<file path="config.mk">
export PLATFORM = sky130hd
export DESIGN_NAME = alu32_trap
export DESIGN_NICKNAME = d
export VERILOG_FILES = /design/src/rtl/alu32_pkg.sv /design/src/rtl/alu_operand_sel.sv /design/src/rtl/alu_addsub.sv /design/src/rtl/alu_shifter.sv /design/src/rtl/alu32_trap.sv
export SDC_FILE = /design/constraint.sdc
export NUM_CORES = 1
export LEC_CHECK = 0
export BUFFER_PORTS_ARGS = -buffer_cell sky130_fd_sc_hd__buf_4
export CORE_MARGIN = 2
export CORE_UTILIZATION = 40
export DETAILED_ROUTE_END_ITERATION = 7
export MAX_ROUTING_LAYER = met4
export SLEW_MARGIN = 20
export SYNTH_ARGS = -nofsm -noshare
export SYNTH_HDL_FRONTEND = slang
export SYNTH_SLANG_ARGS = --single-unit
</file>
<file path="constraint.sdc">
create_clock -name vclk -period 7.1
set_clock_uncertainty 0.15 [all_clocks]
set_input_delay 1.065 -clock vclk [all_inputs]
set_output_delay 1.065 -clock vclk [all_outputs]
set_load 0.03 [all_outputs]
</file>
<file path="src/rtl/alu32_pkg.sv">
// Package: shared operation codes for the integer ALU.
// Assumes a 5-bit operation field; codes above SRAV are unassigned.
package alu32_pkg;
    localparam int OP_W = 5;

    typedef enum logic [OP_W-1:0] {
        OP_ADD  = 5'd0,
        OP_ADDU = 5'd1,
        OP_SUB  = 5'd2,
        OP_SUBU = 5'd3,
        OP_AND  = 5'd4,
        OP_OR   = 5'd5,
        OP_XOR  = 5'd6,
        OP_NOR  = 5'd7,
        OP_SLT  = 5'd8,
        OP_SLTU = 5'd9,
        OP_LUI  = 5'd10,
        OP_SLL  = 5'd11,
        OP_SRL  = 5'd12,
        OP_SRA  = 5'd13,
        OP_SLLV = 5'd14,
        OP_SRLV = 5'd15,
        OP_SRAV = 5'd16
    } alu_op_e;

    typedef enum logic [1:0] {
        SH_LEFT  = 2'd0,
        SH_RLOG  = 2'd1,
        SH_RARI  = 2'd2
    } shift_kind_e;
endpackage

</file>
<file path="src/rtl/alu_operand_sel.sv">
// Module: second-operand selection with immediate extension.
// Assumes IMM_W < WIDTH. zext chooses zero extension; otherwise sign extension.
module alu_operand_sel #(
    parameter int WIDTH = 32,
    parameter int IMM_W = 16
) (
    input  logic [WIDTH-1:0] reg_val,
    input  logic [IMM_W-1:0] imm,
    input  logic             use_imm,
    input  logic             zext,
    output logic [WIDTH-1:0] operand
);
    localparam int PAD = WIDTH - IMM_W;

    logic [WIDTH-1:0] imm_ext;

    // Extend the immediate with zeros or copies of its sign bit.
    always_comb begin
        if (zext) imm_ext = {{PAD{1'b0}}, imm};
        else      imm_ext = {{PAD{imm[IMM_W-1]}}, imm};
    end

    // Pick the register value or the extended immediate.
    always_comb operand = use_imm ? imm_ext : reg_val;
endmodule

</file>
<file path="src/rtl/alu_addsub.sv">
// Module: shared adder/subtractor with signed overflow detection.
// Assumes two's-complement operands; overflow is reported for every use, and the caller decides whether it traps.
module alu_addsub #(
    parameter int WIDTH = 32
) (
    input  logic [WIDTH-1:0] a,
    input  logic [WIDTH-1:0] b,
    input  logic             sub,
    output logic [WIDTH-1:0] sum,
    output logic             sgn_ovf
);
    logic [WIDTH-1:0] b_eff;

    // Invert the second operand for subtraction; the carry-in completes the negation.
    always_comb b_eff = sub ? ~b : b;

    // Form the sum and flag a sign flip when both addends have the same sign.
    always_comb begin
        sum     = a + b_eff + {{(WIDTH-1){1'b0}}, sub};
        sgn_ovf = (a[WIDTH-1] == b_eff[WIDTH-1]) && (sum[WIDTH-1] != a[WIDTH-1]);
    end
endmodule

</file>
<file path="src/rtl/alu_shifter.sv">
// Module: logarithmic barrel shifter for left, logical-right and arithmetic-right shifts.
// Assumes WIDTH is a power of two; left shifts reuse the right-shift stages on a bit-reversed value.
module alu_shifter
    import alu32_pkg::*;
#(
    parameter int WIDTH = 32,
    localparam int SHW  = $clog2(WIDTH)
) (
    input  logic [WIDTH-1:0] value,
    input  logic [SHW-1:0]   amt,
    input  shift_kind_e      kind,
    output logic [WIDTH-1:0] shifted
);
    logic [WIDTH-1:0] rev_in;
    logic [WIDTH-1:0] rev_out;
    logic [WIDTH-1:0] stage [SHW+1];
    logic             fill;

    // Reverse the bit order of the input and the output for left shifts.
    for (genvar k = 0; k < WIDTH; k++) begin : g_rev
        assign rev_in[k]  = value[WIDTH-1-k];
        assign rev_out[k] = stage[SHW][WIDTH-1-k];
    end

    // Choose the stage input and the fill bit for this kind of shift.
    always_comb begin
        stage[0] = (kind == SH_LEFT) ? rev_in : value;
        fill     = (kind == SH_RARI) & value[WIDTH-1];
    end

    // Each stage shifts right by a power of two when its amount bit is set.
    for (genvar i = 0; i < SHW; i++) begin : g_stage
        localparam int STEP = 1 << i;
        assign stage[i+1] = amt[i] ? {{STEP{fill}}, stage[i][WIDTH-1:STEP]} : stage[i];
    end

    // Undo the reversal for left shifts.
    always_comb shifted = (kind == SH_LEFT) ? rev_out : stage[SHW];
endmodule

</file>
<file path="src/rtl/alu32_trap.sv">
// Module: combinational integer ALU with a trapping add/subtract overflow flag.
// Assumes the datapath treats wr_suppress as a veto on the destination write.
// Unassigned codes give zero.
module alu32_trap
    import alu32_pkg::*;
#(
    parameter int WIDTH = 32,
    parameter int IMM_W = 16,
    localparam int SHW  = $clog2(WIDTH)
) (
    input  logic [OP_W-1:0]  op,
    input  logic [WIDTH-1:0] op_a,
    input  logic [WIDTH-1:0] op_b,
    input  logic [IMM_W-1:0] imm,
    input  logic             use_imm,
    input  logic [SHW-1:0]   shamt,
    output logic [WIDTH-1:0] result,
    output logic             ovf,
    output logic             wr_suppress
);
    alu_op_e          opc;
    logic             is_logic;
    logic             is_sub;
    logic             is_trap;
    logic [WIDTH-1:0] opnd_b;
    logic [WIDTH-1:0] sum;
    logic             sgn_ovf;
    logic [SHW-1:0]   sh_amt;
    shift_kind_e      sh_kind;
    logic [WIDTH-1:0] sh_out;

    // Decode the opcode into control lines.
    always_comb begin
        opc      = alu_op_e'(op);
        is_logic = (opc == OP_AND) || (opc == OP_OR) || (opc == OP_XOR) || (opc == OP_NOR);
        is_sub   = (opc == OP_SUB) || (opc == OP_SUBU);
        is_trap  = (opc == OP_ADD) || (opc == OP_SUB);
    end

    // Select the shift amount source and the kind of shift.
    always_comb begin
        sh_amt = ((opc == OP_SLLV) || (opc == OP_SRLV) || (opc == OP_SRAV)) ? op_a[SHW-1:0] : shamt;
        unique case (opc)
            OP_SRL, OP_SRLV: sh_kind = SH_RLOG;
            OP_SRA, OP_SRAV: sh_kind = SH_RARI;
            default:         sh_kind = SH_LEFT;
        endcase
    end

    alu_operand_sel #(.WIDTH(WIDTH), .IMM_W(IMM_W)) u_opsel (
        .reg_val (op_b),
        .imm     (imm),
        .use_imm (use_imm),
        .zext    (is_logic),
        .operand (opnd_b)
    );

    alu_addsub #(.WIDTH(WIDTH)) u_addsub (
        .a       (op_a),
        .b       (opnd_b),
        .sub     (is_sub),
        .sum     (sum),
        .sgn_ovf (sgn_ovf)
    );

    alu_shifter #(.WIDTH(WIDTH)) u_shift (
        .value   (op_b),
        .amt     (sh_amt),
        .kind    (sh_kind),
        .shifted (sh_out)
    );

    // Steer the unit output selected by the opcode onto the result.
    always_comb begin
        result = '0;
        case (opc)
            OP_ADD, OP_ADDU, OP_SUB, OP_SUBU: result = sum;
            OP_AND:  result = op_a & opnd_b;
            OP_OR:   result = op_a | opnd_b;
            OP_XOR:  result = op_a ^ opnd_b;
            OP_NOR:  result = ~(op_a | opnd_b);
            OP_SLT:  result = {{(WIDTH-1){1'b0}}, ($signed(op_a) < $signed(opnd_b))};
            OP_SLTU: result = {{(WIDTH-1){1'b0}}, (op_a < opnd_b)};
            OP_LUI:  result = {imm, {(WIDTH-IMM_W){1'b0}}};
            OP_SLL, OP_SRL, OP_SRA, OP_SLLV, OP_SRLV, OP_SRAV: result = sh_out;
            default: result = '0;
        endcase
    end

    // Raise the trap only for the trapping codes, and veto the write with it.
    always_comb begin
        ovf         = is_trap & sgn_ovf;
        wr_suppress = ovf;
    end
endmodule

</file>
==> impl_metrics.env, run 1 <==
export IMPL_status="complete, no violations"
export IMPL_initial_core_util=0.410
export IMPL_rsz0062_at_grt="no"
export IMPL_drive_above_1_share=0.155
export IMPL_drt_wl_total_um=36000
export IMPL_grtUsageTotal=0.326
export IMPL_power_leakage_uw=0.00453
export IMPL_hold_buffers=0
export IMPL_hold_slack_ps=2450
export IMPL_io_buffers=125
export IMPL_tightest_slew_ps=774
export IMPL_yosys_warnings=0
export IMPL_grt_pass1_wl_um=53900
export IMPL_start_kind="input port"
export IMPL_place_hpwl_um=29700
export IMPL_antenna_found_initial=0
export IMPL_p_int_uw=373
export IMPL_power_density_nw_per_um2=104
export IMPL_finalCriticalPeriod_ps=6850
export IMPL_drt_iter0_markers=1022
export IMPL_max_stage_delay_ps=550
export IMPL_pwr_share_seq=0
export IMPL_crit_path_end_kind="primary output"
export IMPL_cp_max_fo=15
export IMPL_crit_arrival_ps=5640
export IMPL_synth_seq_area_share=0
export IMPL_fillers=2165
export IMPL_grt_max_degree=59
export IMPL_gp_congestion=1.03
export IMPL_routed_via_density=6.22
export IMPL_chipWidth_um=148
export IMPL_synth_top_cells_by_area="ha_1 (19%), mux2i_1 (14%), o21ai_0 (6.7%)"
export IMPL_synthesis_nets=1416
export IMPL_gr_total_overflow=0
export IMPL_seqCellArea_um2=0
export IMPL_yosys_area_top_type="ha_1"
export IMPL_netSwitchingPower_uw=616
export IMPL_syn_avg_cell_area_um2=6.97
export IMPL_grt_pass1_vias=8591
export IMPL_path_class="input port to primary output"
export IMPL_setup_viol=0
export IMPL_syn_to_final_growth_pct=13.6
export IMPL_max_slew_margin=0.471
export IMPL_final_common_cell="buf_4"
export IMPL_crit_top_cell="a21o_1"
export IMPL_clock_power_share=0
export IMPL_setup_tns_ps=0
export IMPL_die_area_um2=22000
export IMPL_rows=52
export IMPL_n_antenna_cell=0
export IMPL_die_height_um=148
export IMPL_drtAntennaViolNets=0
export IMPL_critPathTopFamily="compound AO/OA/AOI/OAI gates"
export IMPL_drc=0
export IMPL_cp_slowest_cell="or3b_2"
export IMPL_fin_nets=1494
export IMPL_ir_drop_mv=0.0459
export IMPL_yosysTopAreaCellShare=0.190
export IMPL_crit_buf_inv=2
export IMPL_clock_fmax_mhz=146
export IMPL_power_frac_comb=1.000
export IMPL_worstPathCellList="buf_4 -> or3b_2 -> nand2_1 -> nand2_1 -> o21ai_0 -> xnor2_1 -> ha_1 -> a21o_1 -> a21o_1 -> a21o_1 -> a2111o_1 -> o2111ai_1 -> a21oi_1 -> mux2_2 -> nor3_1 -> buf_4"
export IMPL_mostFrequentLayoutCells="buf_4 (157), nand2_1 (128), ha_1 (127)"
export IMPL_num_vias=9592
export IMPL_final_util=0.466
export IMPL_syn_area_um2=8350
export IMPL_final_max_slew_viol_count=0
export IMPL_synthDistinctLibCells=83
export IMPL_drtPass1Iterations=6
export IMPL_swShare=0.623
export IMPL_min_path_type="input port to primary output"
export IMPL_cap_violations=0
export IMPL_n_clock_buffer=0
export IMPL_ios=125
export IMPL_core_area_um2=20400
export IMPL_syn_inst=1197
export IMPL_multi_input_area_um2=7590
export IMPL_required_ps=5880
export IMPL_finalHoldViolations=0
export IMPL_detail_route_wl_per_cell_um=23.3
export IMPL_fin_crit_sh=0.965
export IMPL_seq_cells=0
[cells in the mapped netlist, types with 8 or more instances]
master / number
nand2_1: 128
ha_1: 127
mux2i_1: 113
o21ai_0: 111
inv_1: 100
a21oi_1: 81
nor2_1: 69
xnor2_1: 46
clkbuf_1: 40
nand3_1: 33
o22ai_1: 26
buf_2: 18
nor3_1: 17
a21o_1: 16
a221o_1: 15
nand2b_1: 15
o211ai_1: 14
a211oi_1: 12
a222oi_1: 11
buf_1: 10
o221ai_1: 10
o21bai_1: 9
buf_6: 8
xor2_1: 8
[power by group through the flow]
stage                     clock network (µW)  registers (µW)  logic (µW)
after detailed placement                   0               0         962
after global routing                       0               0        1060
final                                      0               0         988
after CTS                                  0               0         967
after global placement                     0               0         960
after floorplan                            0               0         658
[cell type report]
class | count | area share
Timing Repair Buffer | 157 | 0.124
Multi-Input combinational cell | 1016 | 0.801
Tap cell | 270 | 0.0356
Inverter | 100 | 0.0396
[what timing repair did]
item,4_1_cts,5_1_grt
setup endpoints to repair,0,3
setup buffers,0,0
gates resized for setup,0,1
endpoints found under the hold margin,0,0
[stage by stage]
stage	total power, µW	worst slack [ps]	instance area [µm²]	std cells
after floorplan	658	466	8350	1197
after global placement	960	343	9480	1543
after detailed placement	962	229	9480	1543
after CTS	967	236	9480	1543
after global routing	1060	17.0	9490	1543
final	988	249	9490	1543
[layer usage]
| layer | global-route usage | vias up | routed length (µm) | share of wire |
|---|---|---|---|---|
| met5 | - | - | 0 | 0 |
| met2 | 0.496 | 494 | 15500 | 0.43 |
| met3 | 0.0368 | 58 | 3180 | 0.088 |
| li1 | - | 4540 | - | - |
| met1 | 0.448 | 4500 | 15700 | 0.44 |
| met4 | 0.110 | 0 | 1520 | 0.042 |
[kinds of logic after synthesis]
kind of cell,synth area share
AOI/OAI and AO/OA,0.314
and+or+nand+nor,0.173
buffers and inverters,0.0965
muxes,0.167
adders and majority gates,0.193
xor gates and xnor gates,0.0567
[path summary, 6_finish.rpt]
kind / start / end / slack [ps] / cells after the start
setup / recovery: op[2] / wr_suppress / 250 / 16
hold / removal: imm[1] / result[17] / 2450 / 4
No activity file was read; power rests on OpenSTA's default activity.
==> inputs of run 2 (changes only) <==
CELL_PAD_IN_SITES_DETAIL_PLACEMENT = 1   (was unset)
CELL_PAD_IN_SITES_GLOBAL_PLACEMENT = 1   (was unset)
PLACE_DENSITY = 0.76   (was unset)
==> impl_metrics.env, run 2 (synthesized netlist as in run 1, its figures left out) <==
export IMPL_status="complete, no violations"
export IMPL_required_ps=5880
export IMPL_dp_cells=1541
export IMPL_io_buffers=125
export IMPL_rsz0062_at_grt="no"
export IMPL_finalPower_uw=1010
export IMPL_finalHoldViolations=0
export IMPL_die_area_um2=22000
export IMPL_antenna_found_initial=1
export IMPL_cp_max_fo=15
export IMPL_num_vias=9896
export IMPL_drtPass1Iterations=6
export IMPL_gp_congestion=1.01
export IMPL_grt_max_degree=59
export IMPL_finalCriticalPeriod_ps=6850
export IMPL_min_path_type="input port to primary output"
export IMPL_core_area_um2=20400
export IMPL_fin_cells=1543
export IMPL_rows=52
export IMPL_drtAntennaViolNets=0
export IMPL_power_leakage_uw=0.00453
export IMPL_drc=0
export IMPL_chipWidth_um=148
export IMPL_min_from="imm[1]"
export IMPL_start_kind="input port"
export IMPL_setup_viol=0
export IMPL_syn_to_final_growth_pct=13.7
export IMPL_hold_buffers=0
export IMPL_crit_path_end_kind="primary output"
export IMPL_hold_depth=4
export IMPL_mostFrequentLayoutCells="buf_4 (156), nand2_1 (128), ha_1 (127)"
export IMPL_path_class="input port to primary output"
export IMPL_initial_core_util=0.410
export IMPL_drt_iter0_markers=1043
export IMPL_setup_tns_ps=0
export IMPL_crit_arrival_ps=5630
export IMPL_die_height_um=148
export IMPL_ios=125
export IMPL_n_clock_buffer=0
export IMPL_tightest_slew_ps=846
export IMPL_drive_above_1_share=0.156
export IMPL_cap_violations=0
export IMPL_grt_pass1_vias=9767
export IMPL_place_hpwl_um=31500
export IMPL_seq_cells=0
export IMPL_grtUsageTotal=0.348
export IMPL_clock_fmax_mhz=146
export IMPL_power_density_nw_per_um2=107
export IMPL_final_util=0.466
export IMPL_final_max_slew_viol_count=0
export IMPL_hold_slack_ps=2480
export IMPL_max_slew_margin=0.425
export IMPL_detail_route_wl_per_cell_um=24.7
export IMPL_fin_crit_sh=0.965
export IMPL_routed_via_density=6.41
export IMPL_cp_startpoint="op[2]"
export IMPL_fin_nets=1493
export IMPL_ir_drop_mv=0.0379
export IMPL_seqCellArea_um2=0
export IMPL_drt_wl_total_um=38100
export IMPL_grt_pass1_wl_um=58000
export IMPL_gr_total_overflow=0
export IMPL_final_common_cell="buf_4"
-- run 2: cell types whose count changed in the layout (fill, tap and decap cells not counted), sizes merged --
cell / change
buf: -1
diode: +1
-- run 2: power by group --
group          switching [µW]  internal (µW)  total [µW]
Sequential                  0              0           0
Clock                       0      0.0000170   0.0000171
Combinational             638            375        1010
Total                     638            375        1010
-- run 2: worst max-delay path, stage by stage --
cell and delay [ps]:
buf_4 180, or3b_2 520, nand2_1 110, nand2_1 310, o21ai_1 420, xnor2_1 150
ha_1 390, a21o_1 210, a21o_1 170, a21o_1 190, a2111o_1 380, o2111ai_1 460
a21oi_1 210, mux2_2 350, nor3_1 270, buf_4 230
-- run 2: per-layer routing --
layer  wire length [µm]  up-vias  part of all wire  GRT usage
met5                  0        -                 0          -
met4               2060        0             0.054      0.145
met3               3750       95             0.098     0.0515
met2              16400      475              0.43      0.531
met1              15900     4791              0.42      0.459
li1                   -     4535                 -          -
-- run 2: layout make-up --
type,instances,area [µm²]
Timing Repair Buffer,156,1170
Fill cell,2663,10900
Tap cell,270,338
Antenna cell,1,2.50
Inverter,100,375
Multi-Input combinational cell,1016,7600
-- run 2: worst paths after layout --
kind / to / slack [ps]
worst max-delay path: ovf / 250
worst min-delay path: result[17] / 2480
-- run 2: timing repair --
action	4_1_cts	5_1_grt
setup buffers	0	1
endpoints found under the setup margin	0	8
resized for setup	0	5
-- run 2: stage by stage --
stage	area, µm²	setup slack (ps)
global placement	9470	307
finish	9490	251
global route	9490	3.24
detailed placement	9470	57.7
floorplan	8350	466
CTS	9470	49.5
